==> config.mk <==
export PLATFORM = sky130hd
export DESIGN_NAME = iq_deinterleaver
export DESIGN_NICKNAME = d
export VERILOG_FILES = /design/src/rtl/iq_deint_pkg.sv /design/src/rtl/iq_width_mask.sv /design/src/rtl/iq_ctrl_decode.sv /design/src/rtl/iq_pair_ctrl.sv /design/src/rtl/iq_deinterleaver.sv
export SDC_FILE = /design/constraint.sdc
export NUM_CORES = 1
export LEC_CHECK = 0
export BUFFER_PORTS_ARGS = -buffer_cell sky130_fd_sc_hd__buf_2
export CORE_MARGIN = 2
export CORE_UTILIZATION = 54
export CTS_BUF_LIST = sky130_fd_sc_hd__clkbuf_8 sky130_fd_sc_hd__clkbuf_16
export DETAILED_ROUTE_END_ITERATION = 8
export PLACE_DENSITY = 0.84
export RECOVER_POWER = 50
export SYNTH_ARGS = -nofsm -noshare
export SYNTH_HDL_FRONTEND = slang
export SYNTH_SLANG_ARGS = --single-unit
export TNS_END_PERCENT = 10
==> constraint.sdc <==
create_clock -name clk -period 2.1 [get_ports clk]
set_clock_uncertainty 0.2 [all_clocks]
set_input_delay 0.42 -clock clk [delete_from_list [all_inputs] [get_ports clk]]
set_output_delay 0.42 -clock clk [all_outputs]
set_load 0.1 [all_outputs]
==> src/rtl/iq_deint_pkg.sv <==
package iq_deint_pkg;
  localparam int SAMP_W = 16;
  localparam int CFGW_W = $clog2(SAMP_W);
  localparam int PAIR_W = 2 * SAMP_W;

  typedef logic [SAMP_W-1:0] samp_t;

  typedef struct packed {
    samp_t i_part;
    samp_t q_part;
  } pair_t;
endpackage

==> src/rtl/iq_width_mask.sv <==
module iq_width_mask #(
  parameter int W  = 16,
  parameter int CW = 4
) (
  input  logic [W-1:0]  raw,
  input  logic [CW-1:0] top_bit,
  output logic [W-1:0]  masked
);
  for (genvar b = 0; b < W; b++) begin : g_bit
    assign masked[b] = raw[b] & (b <= int'(top_bit));
  end
endmodule

==> src/rtl/iq_ctrl_decode.sv <==
module iq_ctrl_decode (
  input  logic strb,
  input  logic txen,
  input  logic strb_hi,
  input  logic en_hi,
  input  logic burst,
  output logic i_mark,
  output logic gate_open
);
  always_comb begin
    i_mark    = (strb == strb_hi);
    gate_open = !burst || (txen == en_hi);
  end
endmodule

==> src/rtl/iq_pair_ctrl.sv <==
module iq_pair_ctrl #(
  parameter int W = 16
) (
  input  logic         clk,
  input  logic         rst_n,
  input  logic         i_mark,
  input  logic         gate_open,
  input  logic [W-1:0] samp,
  output logic [2*W-1:0] pair_data,
  output logic         pair_valid
);
  logic         have_i;
  logic [W-1:0] i_hold;

  always_ff @(posedge clk) begin
    if (!rst_n) begin
      have_i     <= 1'b0;
      i_hold     <= '0;
      pair_data  <= '0;
      pair_valid <= 1'b0;
    end else if (!gate_open) begin
      have_i     <= 1'b0;
      pair_valid <= 1'b0;
    end else if (i_mark) begin
      have_i     <= 1'b1;
      i_hold     <= samp;
      pair_valid <= 1'b0;
    end else if (have_i) begin
      have_i     <= 1'b0;
      pair_data  <= {i_hold, samp};
      pair_valid <= 1'b1;
    end else begin
      pair_valid <= 1'b0;
    end
  end

  p_pulse_single_r3: assert property (@(posedge clk) disable iff (!rst_n)
    pair_valid |=> !pair_valid);
  p_data_holds_r3: assert property (@(posedge clk) disable iff (!rst_n)
    !pair_valid |-> $stable(pair_data));
  p_gate_blocks_r9: assert property (@(posedge clk) disable iff (!rst_n)
    !gate_open |=> !pair_valid);
  p_strobe_no_pulse_r7: assert property (@(posedge clk) disable iff (!rst_n)
    (gate_open && i_mark) |=> !pair_valid);
  p_q_half_r2: assert property (@(posedge clk) disable iff (!rst_n)
    pair_valid |-> pair_data[W-1:0] == $past(samp));
endmodule

==> src/rtl/iq_deinterleaver.sv <==
module iq_deinterleaver
  import iq_deint_pkg::*;
(
  input  logic              clk,
  input  logic              rst_n,
  input  logic [SAMP_W-1:0] din,
  input  logic              strb,
  input  logic              txen,
  input  logic [CFGW_W-1:0] cfg_width,
  input  logic              cfg_strb_hi,
  input  logic              cfg_en_hi,
  input  logic              cfg_burst,
  output logic [PAIR_W-1:0] pair_data,
  output logic              pair_valid
);
  samp_t samp_m;
  logic  i_mark;
  logic  gate_open;

  iq_width_mask #(.W(SAMP_W), .CW(CFGW_W)) u_mask (
    .raw(din), .top_bit(cfg_width), .masked(samp_m)
  );

  iq_ctrl_decode u_dec (
    .strb(strb), .txen(txen), .strb_hi(cfg_strb_hi), .en_hi(cfg_en_hi),
    .burst(cfg_burst), .i_mark(i_mark), .gate_open(gate_open)
  );

  iq_pair_ctrl #(.W(SAMP_W)) u_pair (
    .clk(clk), .rst_n(rst_n), .i_mark(i_mark), .gate_open(gate_open),
    .samp(samp_m), .pair_data(pair_data), .pair_valid(pair_valid)
  );

  p_width_mask_r4: assert property (@(posedge clk) disable iff (!rst_n)
    pair_valid |-> ((({1'b0, pair_data[SAMP_W-1:0]}) >> ({1'b0, $past(cfg_width)} + 1'b1)) == '0)
                && ((({1'b0, pair_data[PAIR_W-1:SAMP_W]}) >> ({1'b0, $past(cfg_width)} + 1'b1)) == '0));
endmodule

==> metrics.yaml <==
status: "finished, final reports clean"
grt_pass1_vias: 1486
syn_nets: 219
synthDistinctLibCells: 23
num_vias: 1504
hold_depth: 3
synth_top_area_share: 0.5057
netlist_top_cells_count: "50 x dfxtp_1, 50 x nand2_1, 48 x mux2i_1"
rr_worst_depth: 3
synth_area_leaders: "dfxtp_1 51%, mux2i_1 24%, nand2_1 9.5%, buf_8 2.3%, nand3_1 1.5%"
cts_buffer_depth: 2
setup.worst_path.class: "in2reg"
synth.cell_area_um2: 1979
diodes: 0
worst_setup_hold_path_clk_slew_ps: 80
clk_latency_ps: 300
fin_tns_setup_ps: 0
grt_max_degree: 34
crit_fanout: 17
worstPathRequired_ps: 2130
worst_pin_slew_ps: 538.2
viasPerCell: 5.098
numPortBuffers: 59
grt.total_usage: 0.2027
seq_area_um2: 1001
fillers: 289
synth_ff_type: "dfxtp_1"
post-route-drc-count: 0
fin_crit_sh: 0.8115
r2r_start: "u_pair.have_i"
finalHoldViolCount: 0
fin_crit_ps: 1704
endpoint_kind: "flip-flop"
cts-buffers-inserted: 5
synthCells: 192
ctsHtreeMaxLevel: 2
yosys_register_bits: 50
drt-initial-drc-count: 75
grt_pass1_wl_um: 6479
peakVddDrop_v: 0.0004873
r2r_slack_ps: 900
crit_arrival_ps: 1730
syn_area_per_cell_um2: 10.31
rsz0062_at_grt: "no"
holdPathEnd: "u_pair.pair_data[14]"
cts-root-buf: "clkbuf_8"
async_flop_share: 0
power_density_nw_per_um2: 780.2
die_width_um: 64.55
finalMaxSlewViolations: 0
core_um2: 3416
p_leak_nw: 1.251
synth_top_area_cell: "dfxtp_1"
cts_hold_buf: 0
wl_per_cell_um: 13.02
dp.final_hpwl_um: 2679
cts_resized: 0
synth_edf_count: 0
ioPinCount: 60
cap_violations: 0
overflow: 0
num_rows: 21
holdCritPathClass: "in2reg"
fin_nets: 275
antenna_found_initial: 0
area_growth_pct: 20.80
layout-drive-gt1-share: 0.2972
reg2reg_to: "u_pair.pair_data[15]"
drtAntennaViolNets: 0
die_area_um2: 4166
clock-sinks: 50
seq_area_frac_synth: 0.5057
place.gp.congestion: 0.8123
startpoint_type: "input port"
totalWireLength_um: 3842
holdCritStartpoint: "din[14]"
dr.pass1.iters: 4
floorplan.initialDensity: 0.5795
synth_warnings: 0
multi_input_area_um2: 872.1
max_slew_margin: 0.6366
setup_viol: 0
die_h_um: 64.55
max_freq_mhz: 586.8
fin_total_pwr_mw: 1.865
post_cts_buffers: 0
cts_tree: "done"
final cells by class:
cell class / count / area share
multi-input cells: 125 / 0.3647
inverters: 2 / 0.003140
well taps: 46 / 0.02407
flip-flops and latches: 50 / 0.4186
clock buffers: 8 / 0.04605
repair buffers: 64 / 0.1434
where the power goes:
group	switching [mW]	total [mW]	internal, mW
clock network	0.301	0.633	0.333
logic	0.166	0.248	0.0824
registers	0.00952	0.984	0.974
total	0.476	1.87	1.39
registers in the layout, indices dropped and copies added (netlist names):
| name | count |
|---|---|
| u_pair.i_hold | 16 |
| u_pair.have_i | 1 |
| u_pair.pair_data | 32 |
| u_pair.pair_valid | 1 |
layer usage:
layer / wire (µm) / global-route usage
met2: 1919 / 0.3594
met3: 176 / 0.03819
met5: 0 / 0
met4: 83 / 0.1037
met1: 1662 / 0.2318
logic make-up (layout without fill, tap and decap cells):
group	after synthesis	count (layout)	synth area share
simple gates	63	63	0.1327
flops	50	50	0.5057
mux	48	48	0.2427
buf+inv	17	74	0.05815
compound gates	12	12	0.05184
xor+xnor	2	2	0.008851
how the worst max path moves through the flow:
| stage | startpoint | endpoint | slack, ps |
|---|---|---|---|
| after floorplan | txen | u_pair.pair_data[0] | 520 |
| after global placement | cfg_strb_hi | u_pair.have_i | 460 |
| after detailed placement | cfg_en_hi | u_pair.i_hold[10] | 390 |
| after CTS | u_pair.pair_data[15] | pair_data[15] | 380 |
| after global routing | cfg_en_hi | u_pair.i_hold[6] | 300 |
| final | cfg_en_hi | u_pair.i_hold[8] | 400 |
per-stage QoR:
step                      setup slack (ps)  hold WS, ps  std cells    util  instance area [µm²]
after CTS                            382.6        184.5        295  0.7044                 2406
final                                395.9        184.7        295  0.7000                 2391
after detailed placement             385.2        249.3        287  0.6722                 2296
after global placement               455.2        244.3        287  0.6722                 2296
after floorplan                      524.4        242.3        192       -                 1979
after global routing                 304.0        207.9        295  0.7000                 2391
cells in the final DEF (no fill, tap or decap):
cell type  netlist  layout
or4_1            1       1
o21ba_1          0       1
a31o_2           1       1
clkbuf_2         0       1
and4_1           1       1
buf_12           0       1
clkbuf_8         0       8
xnor2_1          1       1
o211ai_1         4       4
a21o_1           1       1
nand4_1          1       1
inv_1            2       2
mux2i_1         48      48
o21a_1           1       1
o211ai_4         0       1
dfxtp_1         50      50
nand3_1          6       6
nand2_1         50      50
o311ai_0         3       3
buf_4            0       3
buf_2            2      59
xor2_1           1       1
and2_1           3       3
nor2_1           1       1
critical path, stage by stage:
cell      delay, ps
buf_2           100
xnor2_1         310
o21ba_1         170
clkbuf_2        460
mux2i_1         260
(Power assumes the default switching activity.)
